`src/rtl/ctlrx_pkg.sv`:
```
package ctlrx_pkg;
  // bit positions inside the synchronized input vector
  localparam int SCLK_IX = 0;
  localparam int SDAT_IX = 1;
  localparam int EN_IX   = 2;
  localparam int N_WIRES = 3;

  typedef enum logic {
    CM_IDLE  = 1'b0,
    CM_ARMED = 1'b1
  } commit_st_t;
endpackage

```
`src/rtl/ctlrx_sync.sv`:
```
module ctlrx_sync #(
  parameter int W = 3,
  parameter logic [W-1:0] RST_VAL = '0
) (
  input  logic         clk,
  input  logic         rst,
  input  logic [W-1:0] d_i,
  output logic [W-1:0] q_o
);
  for (genvar i = 0; i < W; i++) begin : g_bit
    logic s1_q, s2_q;
    always_ff @(posedge clk) begin
      if (rst) begin
        s1_q <= RST_VAL[i];
        s2_q <= RST_VAL[i];
      end else begin
        s1_q <= d_i[i];
        s2_q <= s1_q;
      end
    end
    assign q_o[i] = s2_q;
  end
endmodule

```
`src/rtl/ctlrx_edge.sv`:
```
module ctlrx_edge #(
  parameter int W = 1,
  parameter logic [W-1:0] RST_VAL = '0
) (
  input  logic         clk,
  input  logic         rst,
  input  logic [W-1:0] d_i,
  output logic [W-1:0] rise_o,
  output logic [W-1:0] fall_o
);
  logic [W-1:0] prev_q;

  always_ff @(posedge clk) begin
    if (rst) prev_q <= RST_VAL;
    else     prev_q <= d_i;
  end

  assign rise_o = d_i & ~prev_q;
  assign fall_o = ~d_i & prev_q;
endmodule

```
`src/rtl/ctlrx_shift.sv`:
```
module ctlrx_shift #(
  parameter int WORD_W = 8
) (
  input  logic              clk,
  input  logic              rst,
  input  logic              act_i,
  input  logic              en_low_i,
  input  logic              start_i,
  input  logic              sclk_s_i,
  input  logic              bit_i,
  output logic [WORD_W-1:0] word_o,
  output logic              full_o
);
  localparam int CW = $clog2(WORD_W + 1);
  localparam logic [CW-1:0] CNT_FULL = CW'(WORD_W);

  logic [WORD_W-1:0] sh_q;
  logic [CW-1:0]     cnt_q;
  logic              sclk_prev_q;
  logic              sclk_rise;

  always_ff @(posedge clk) begin
    if (rst) sclk_prev_q <= 1'b0;
    else     sclk_prev_q <= sclk_s_i;
  end
  assign sclk_rise = sclk_s_i & ~sclk_prev_q;

  assign full_o = (cnt_q == CNT_FULL);

  always_ff @(posedge clk) begin
    if (rst) begin
      sh_q  <= '0;
      cnt_q <= '0;
    end else if (act_i) begin
      if (start_i) begin
        sh_q  <= '0;
        cnt_q <= '0;
      end else if (en_low_i && sclk_rise && !full_o) begin
        sh_q  <= {sh_q[WORD_W-2:0], bit_i};
        cnt_q <= cnt_q + 1'b1;
      end
    end
  end

  assign word_o = sh_q;

  AST_CNT_SAT: assert property (@(posedge clk) disable iff (rst)
    cnt_q <= CNT_FULL);

  AST_KEEP_FIRST: assert property (@(posedge clk) disable iff (rst)
    (full_o && !start_i) |=> $stable(sh_q));

  AST_IDLE_HIGH: assert property (@(posedge clk) disable iff (rst)
    (!en_low_i) |=> ($stable(sh_q) && $stable(cnt_q)));
endmodule

```
`src/rtl/ctlrx_commit.sv`:
```
module ctlrx_commit
  import ctlrx_pkg::*;
#(
  parameter int WORD_W   = 8,
  parameter int MIN_HIGH = 6
) (
  input  logic              clk,
  input  logic              rst,
  input  logic              act_i,
  input  logic              en_hi_i,
  input  logic              en_rise_i,
  input  logic              full_i,
  input  logic [WORD_W-1:0] word_i,
  output logic [WORD_W-1:0] word_o,
  output logic              vld_o
);
  localparam int HW = $clog2(MIN_HIGH + 1);
  localparam logic [HW-1:0] HI_LAST = HW'(MIN_HIGH - 1);

  commit_st_t        st_q;
  logic [HW-1:0]     hi_q;

  always_ff @(posedge clk) begin
    if (rst) begin
      st_q   <= CM_IDLE;
      hi_q   <= '0;
      word_o <= '0;
      vld_o  <= 1'b0;
    end else begin
      vld_o <= 1'b0;
      if (!act_i) begin
        st_q <= CM_IDLE;
      end else begin
        case (st_q)
          CM_IDLE: begin
            if (en_rise_i && full_i) begin
              st_q <= CM_ARMED;
              hi_q <= HW'(1);
            end
          end
          CM_ARMED: begin
            if (!en_hi_i) begin
              st_q <= CM_IDLE;
            end else if (hi_q >= HI_LAST) begin
              word_o <= word_i;
              vld_o  <= 1'b1;
              st_q   <= CM_IDLE;
            end else begin
              hi_q <= hi_q + 1'b1;
            end
          end
          default: st_q <= CM_IDLE;
        endcase
      end
    end
  end

  AST_VLD_PULSE: assert property (@(posedge clk) disable iff (rst)
    vld_o |=> !vld_o);

  AST_WORD_HOLD: assert property (@(posedge clk) disable iff (rst)
    !$stable(word_o) |-> vld_o);

  AST_SEL_OFF: assert property (@(posedge clk) disable iff (rst)
    !act_i |=> !vld_o);
endmodule

```
`src/rtl/ctl_word_rx.sv`:
```
module ctl_word_rx
  import ctlrx_pkg::*;
#(
  parameter int WORD_W   = 8,
  parameter int MIN_HIGH = 6
) (
  input  logic              clk,
  input  logic              rst,
  input  logic              sel_i,
  input  logic              sclk_i,
  input  logic              sdata_i,
  input  logic              en_n_i,
  output logic [WORD_W-1:0] word_o,
  output logic              word_vld_o
);
  localparam logic [N_WIRES-1:0] SYNC_RST = N_WIRES'(1) << EN_IX;

  logic [N_WIRES-1:0] raw_w, sync_w;
  logic               en_rise, en_fall;
  logic [WORD_W-1:0]  shift_word;
  logic               bit_full;

  always_comb begin
    raw_w          = '0;
    raw_w[SCLK_IX] = sclk_i;
    raw_w[SDAT_IX] = sdata_i;
    raw_w[EN_IX]   = en_n_i;
  end

  ctlrx_sync #(.W(N_WIRES), .RST_VAL(SYNC_RST)) u_sync (
    .clk (clk),
    .rst (rst),
    .d_i (raw_w),
    .q_o (sync_w)
  );

  ctlrx_edge #(.W(1), .RST_VAL(1'b1)) u_en_edge (
    .clk    (clk),
    .rst    (rst),
    .d_i    (sync_w[EN_IX]),
    .rise_o (en_rise),
    .fall_o (en_fall)
  );

  ctlrx_shift #(.WORD_W(WORD_W)) u_shift (
    .clk      (clk),
    .rst      (rst),
    .act_i    (sel_i),
    .en_low_i (~sync_w[EN_IX]),
    .start_i  (en_fall),
    .sclk_s_i (sync_w[SCLK_IX]),
    .bit_i    (sync_w[SDAT_IX]),
    .word_o   (shift_word),
    .full_o   (bit_full)
  );

  ctlrx_commit #(.WORD_W(WORD_W), .MIN_HIGH(MIN_HIGH)) u_commit (
    .clk       (clk),
    .rst       (rst),
    .act_i     (sel_i),
    .en_hi_i   (sync_w[EN_IX]),
    .en_rise_i (en_rise),
    .full_i    (bit_full),
    .word_i    (shift_word),
    .word_o    (word_o),
    .vld_o     (word_vld_o)
  );

  AST_FULL_ONLY: assert property (@(posedge clk) disable iff (rst)
    word_vld_o |-> bit_full);
endmodule

```
`config.mk`:
```
export PLATFORM = sky130hd
export DESIGN_NAME = ctl_word_rx
export DESIGN_NICKNAME = d
export VERILOG_FILES = /design/src/rtl/ctlrx_pkg.sv /design/src/rtl/ctlrx_sync.sv /design/src/rtl/ctlrx_edge.sv /design/src/rtl/ctlrx_shift.sv /design/src/rtl/ctlrx_commit.sv /design/src/rtl/ctl_word_rx.sv
export SDC_FILE = /design/constraint.sdc
export NUM_CORES = 1
export LEC_CHECK = 0
export BUFFER_PORTS_ARGS = -buffer_cell sky130_fd_sc_hd__buf_4
export CORE_MARGIN = 2
export CORE_UTILIZATION = 56
export DETAILED_ROUTE_END_ITERATION = 8
export PLACE_DENSITY = 0.83
export SYNTH_ARGS = -nofsm -noshare
export SYNTH_HDL_FRONTEND = slang
export SYNTH_SLANG_ARGS = --single-unit
```
`constraint.sdc`:
```
create_clock -name clk -period 2.2 [get_ports clk]
set_clock_uncertainty 0.2 [all_clocks]
set_input_delay 0.22 -clock clk [delete_from_list [all_inputs] [get_ports clk]]
set_output_delay 0.22 -clock clk [all_outputs]
set_load 0.02 [all_outputs]
```
## Yosys cells after proc, flatten, opt, wreduce, memory -nomap -nowiden

Index checks and enable logic that the tools add are counted.
Widths: inputs -> output; s select.

- Add/sub/neg operators: 2
- $mul: 0
- Div/mod/pow operators: 0
- $lt $le $gt $ge: 1
- Eq/ne operators: 4
- Shift operators: 0
- Mux-type cells: 13
- Bitwise operators: 8
- Reductions and logical operators: 10

Operator list:

| kind | number |
|---|---|
| $mux 8 | 2 |
| $mux 3 | 3 |
| $mux 4 | 2 |
| $reduce_and 4->1 | 2 |
| $pmux 3 s2 | 1 |
| $not 1->1 | 5 |
| $add 4x1->4 const B | 1 |
| $eq 4x4->1 const B | 1 |
| $mux 1 | 4 |
| $ne 2x2->1 const B | 2 |
| $reduce_or 4->1 | 1 |
| $add 3x1->3 const B | 1 |
| $and 1x1->1 | 3 |
| $ge 3x3->1 const B | 1 |
| $logic_and 1x1->1 | 3 |
| $ne 2x1->1 const B | 1 |
| $pmux 1 s2 | 1 |
| $reduce_and 2->1 | 1 |
| $reduce_bool 2->1 | 1 |
| $reduce_or 2->1 | 1 |
| $logic_not 1->1 | 1 |

- Register bits: 33
- Bits in latches: 0
- Memory bits (writable): 0
- Memory bits (read-only): 0
- Input port bits: 6
- Output and inout bits: 9
- Memories kept: 0

## Longest topological paths before layout

- Depth in word-level cells: 6
- Depth in mapped cells: 6

## Modules after synthesis

From an unflattened synthesis, not the netlist that was laid out.

- Cells, all modules: 144
- Area total of the unflattened synthesis: 1376.3 µm²

By module, submodules not included:

| module | times used | cells each | area each (µm²) | sequential area each (µm²) |
|---|---|---|---|---|
| ctlrx_shift | 1 | 62 | 585.6 | 260.2 |
| ctlrx_commit | 1 | 62 | 566.8 | 260.2 |
| ctlrx_sync | 1 | 15 | 180.2 | 120.1 |
| ctlrx_edge | 1 | 4 | 40.0 | 20.0 |
| ctl_word_rx | 1 | 1 | 3.8 | 0.0 |

## Worst setup path before layout

No wires, ideal clock.

- Path kind: register to register
- Start: register u_commit.hi_q[1]
- End: register u_commit.hi_q[0]
- Arrival time: 1321 ps
- Data required time: 1899 ps
- Path slack: 578 ps
- Cell stages (with the launch flop): 7
- Buffers on the path: 1
- Period minus slack after synthesis: 1622 ps
- Cell sequence: dfxtp_1 > inv_1 > ha_1 > o311ai_2 > buf_6 > nand2_4 > o41ai_1

- Word-level cells in the longest chain between the ends: 3

Ends and longest elaborated chain:

| what | RTL line | text |
|---|---|---|
| start, declared | ctlrx_commit.sv:21 | `logic [HW-1:0] hi_q;` |
| start signal, assigned | ctlrx_commit.sv:49 | `hi_q <= hi_q + 1'b1;` |
| $ge 3x3->1 | ctlrx_commit.sv:44 | `end else if (hi_q >= HI_LAST) begin` |
| $ne 2x2->1 (no source line) | n/a |  |
| $reduce_and 4->1 (no source line) | n/a |  |

No other way between the ends.
A chain may end at the register's enable or synchronous reset.

## Worst setup path after layout

- Start: register u_commit.hi_q[0]
- End: register u_commit.word_o[7]

- Word-level cells in the longest chain between the ends: 2

Ends and longest elaborated chain:

| what | RTL line | text |
|---|---|---|
| $ge 3x3->1 | ctlrx_commit.sv:44 |  |
| $reduce_and 4->1 (no source line) | n/a |  |
| end signal, assigned | ctlrx_commit.sv:45 | `word_o <= word_i;` |
| end, declared | ctlrx_commit.sv:14 | `output logic [WORD_W-1:0] word_o,` |

No other way between the ends.

==> key figures <==
Floorplanning
  – Initial Util: 59.9%
  – I/O pin count: 15
  – Die H: 53.1 um
  – Cell Rows: 17
  – Die Area: 2820 um2
  – Core ar.: 2250 um2
  – Die width: 53.1 um

Setup path
  – FF-to-FF path depth: 5
  – CP Depth: 5
  – Setup crit start kind: register
  – Critical Path, Cell by Cell: ha_1 -> o311ai_2 -> buf_4 -> or2_1 -> a31o_2
  – Setup crit end: u_commit.word_o[7]
  – Crit path max fanout: 9
  – Worst r2r dst: u_commit.word_o[7]
  – CP Capture Type: register
  – Worst setup path class: reg2reg
  – CP Data Arrival Time: 1.90 ns
  – Crit-path slowest cell: dfxtp_1
  – Crit path required time: 2.23 ns
  – R2R Setup Slk: 0.33 ns
  – Crit path max-delay family: flip-flops
  – FF-to-FF Start: u_commit.hi_q[0]
  – WP buf/inv: 1
  – Critical Path Start: u_commit.hi_q[0]
  – CP max stage delay: 0.46 ns

Route
  – DRC errors left: 0
  – DRT Wirelength: 2.65 mm
  – Post-route antenna net violation count: 0
  – DR iter-0 viols: 24
  – Vias per inst: 5.85
  – Drt wl/cell: 14.7 um
  – 1st-pass router iterations: 4
  – Vias: 1058

Final layout
  – Most common cell after layout, fill and taps aside: dfxtp_1
  – Share of cells above drive strength 1: 26.8%
  – Final net count: 162
  – # diodes: 0
  – Area Growth Syn to Fin: 17.1%
  – Core Util, Final: 70.1%
  – Most frequent cells in the layout: dfxtp_1, buf_4, nor3_1

Pwr
  – Reg power frac: 54.2%
  – NetSw: 226 uW
  – Logic pwr share: 3.7%
  – Pwr dens: 708 nW/um2
  – Max rail drop VDD: 0.602 mV
  – Power share of the clock group: 42.1%
  – Internal: 893 uW
  – Switching Share: 20.2%
  – Leak: 0.000582 uW

Logic synthesis
  – Register area share after synthesis: 48.9%
  – EDFF count, synth: 0
  – Yosys warning count: 0
  – Netlist cell types: 39
  – Post-synth ARST share: 0%
  – Main synth FF type: dfxtp_1
  – Syn nets: 142
  – Avg Inst Size Synth: 10.2 um2
  – Gate Count Post-Synth: 132
  – Yosys reg bits: 33
  – Synth Cell Area: 1350 um2

Global routing
  – Vias in the first global route: 985
  – Grt ovf: 0
  – Global Route Usage Sum: 21.8%
  – Largest net degree at the start of global routing: 29
  – Global-route wire length before repair: 4.24 mm
  – Initial antenna violation count: 0

Clocking
  – Clock sink count: 33
  – CTS HTree Levels: 2
  – CTS root buffer: clkbuf_4
  – Cts bufs inserted: 5
  – Reg clk slew, reported paths: 0.10 ns
  – Skew-Pair Late Insertion Delay: 0.33 ns
  – Clk buf depth: 2
  – CTS tree: yes
  – CTS resizes: 0

STA
  – RSZ-0062 raised after global routing: false
  – Final slew viol count: 0
  – Rel. slew slack: 69.1%
  – Setup TNS: 0 ns
  – PnR worst setup slack: 0.329 ns
  – Tmin final: 1.87 ns
  – Tcrit/Tclk final: 85.1%
  – Slew @ Worst Pin: 0.463 ns
  – Final setup viols: 0
  – FMAX: 534 MHz
  – Final hold violations: 0

Placed design
  – Detail Placement HPWL: 1.72 mm
  – I/O Buffers: 14
  – Placer Congestion: 0.794
  – Post-Place Worst Slack: 0.383 ns

Hold path
  – Class of the worst hold path: in2reg
  – Worst Hold Depth: 2

Status
  – Status: complete, no violations

Run
  – Max_cap viols: 0
## stage by stage
stage               hold WS (ns)  power (uW)  std cells  area, um2
floorplan                  0.124         645        132       1350
global placement           0.192         655        170       1470
detailed placement         0.193         657        170       1470
CTS                       0.0142        1130        181       1580
global route              0.0449        1160        181       1580
finish                    0.0312        1120        181       1580
## worst reg2reg max path: cells and delay by family (launching register included)
family,cells,cell delay (ns)
compound gates,2,0.39
fa+ha+maj,1,0.23
buf+inv,1,0.19
flops,1,0.46
simple gates,1,0.32
## cell families (layout without fill, tap and decap cells)
kind of cell	count (synthesis)	count (layout)	synth area share, %
DFF	33	33	48.9
and+or+nand+nor	50	50	24.2
AOI/OAI and AO/OA	32	32	18.3
adders and majority gates	4	4	3.71
buffers and inverters	13	34	4.91
## final cells by class
| cell class | count | area, um2 |
|---|---|---|
| Tap cell | 28 | 35.0 |
| Timing Repair Buffer | 19 | 150 |
| Sequential cell | 33 | 661 |
| Clock buffer | 7 | 55.1 |
| Clock inverter | 1 | 30.0 |
| Fill cell | 177 | 674 |
| Multi-Input combinational cell | 86 | 623 |
| Inverter | 7 | 26.3 |
## repair_timing
item	CTS	global route
endpoints found under the hold margin	3	0
endpoints found under the setup margin	0	0
hold buffers	3	0
buffers inserted	0	0
## registers in the layout (all words and copies together) (netlist names)
signal / flops
u_sync.g_bit.s1_q: 3
u_shift.word_o: 8
u_shift.sclk_prev_q: 1
u_commit.st_q: 1
u_sync.g_bit.s2_q: 3
u_commit.vld_o: 1
u_commit.hi_q: 3
u_en_edge.prev_q: 1
u_shift.cnt_q: 4
u_commit.word_o: 8
## metal layers
layer | global-route usage, % | up-vias | part of all wire [%]
li1 | - | 528 | -
met1 | 25.0 | 504 | 46
met2 | 34.4 | 18 | 48
met3 | 6.21 | 8 | 3.2
met4 | 15.8 | 0 | 2.5
met5 | 0 | - | 0
## synthesized netlist by cell type, types with 3 or more instances
master	number	area [um2]
a31o_2	8	70.1
or2_2	3	18.8
inv_1	6	22.5
dfxtp_1	33	661
ha_1	4	50.1
nand2b_1	8	50.1
nor2b_1	7	43.8
nor3_1	9	45.0
o22ai_1	8	50.1
## worst min-delay path by stage
stage / startpoint / to / slack [ns]
floorplan: en_n_i / u_sync.g_bit[2].s1_q / 0.12
global placement: u_sync.g_bit[2].s1_q / u_sync.g_bit[2].s2_q / 0.19
detailed placement: u_sync.g_bit[2].s1_q / u_sync.g_bit[2].s2_q / 0.19
CTS: rst / u_shift.cnt_q[3] / 0.01
global route: rst / u_sync.g_bit[1].s2_q / 0.04
finish: rst / u_shift.cnt_q[3] / 0.03
## power groups by stage
| stage | Sequential, uW | Combinational, uW | Clock (uW) |
|---|---|---|---|
| 6_report | 606 | 41.9 | 471 |
| 5_1_grt | 607 | 45.8 | 509 |
| 4_1_cts | 606 | 41.4 | 483 |
| 3_5_place_dp | 620 | 36.8 | 0 |
| 3_3_place_gp | 620 | 35.5 | 0 |
| 2_1_floorplan | 619 | 25.9 | 0 |
Note: power is estimated with default switching activity, not from simulation.
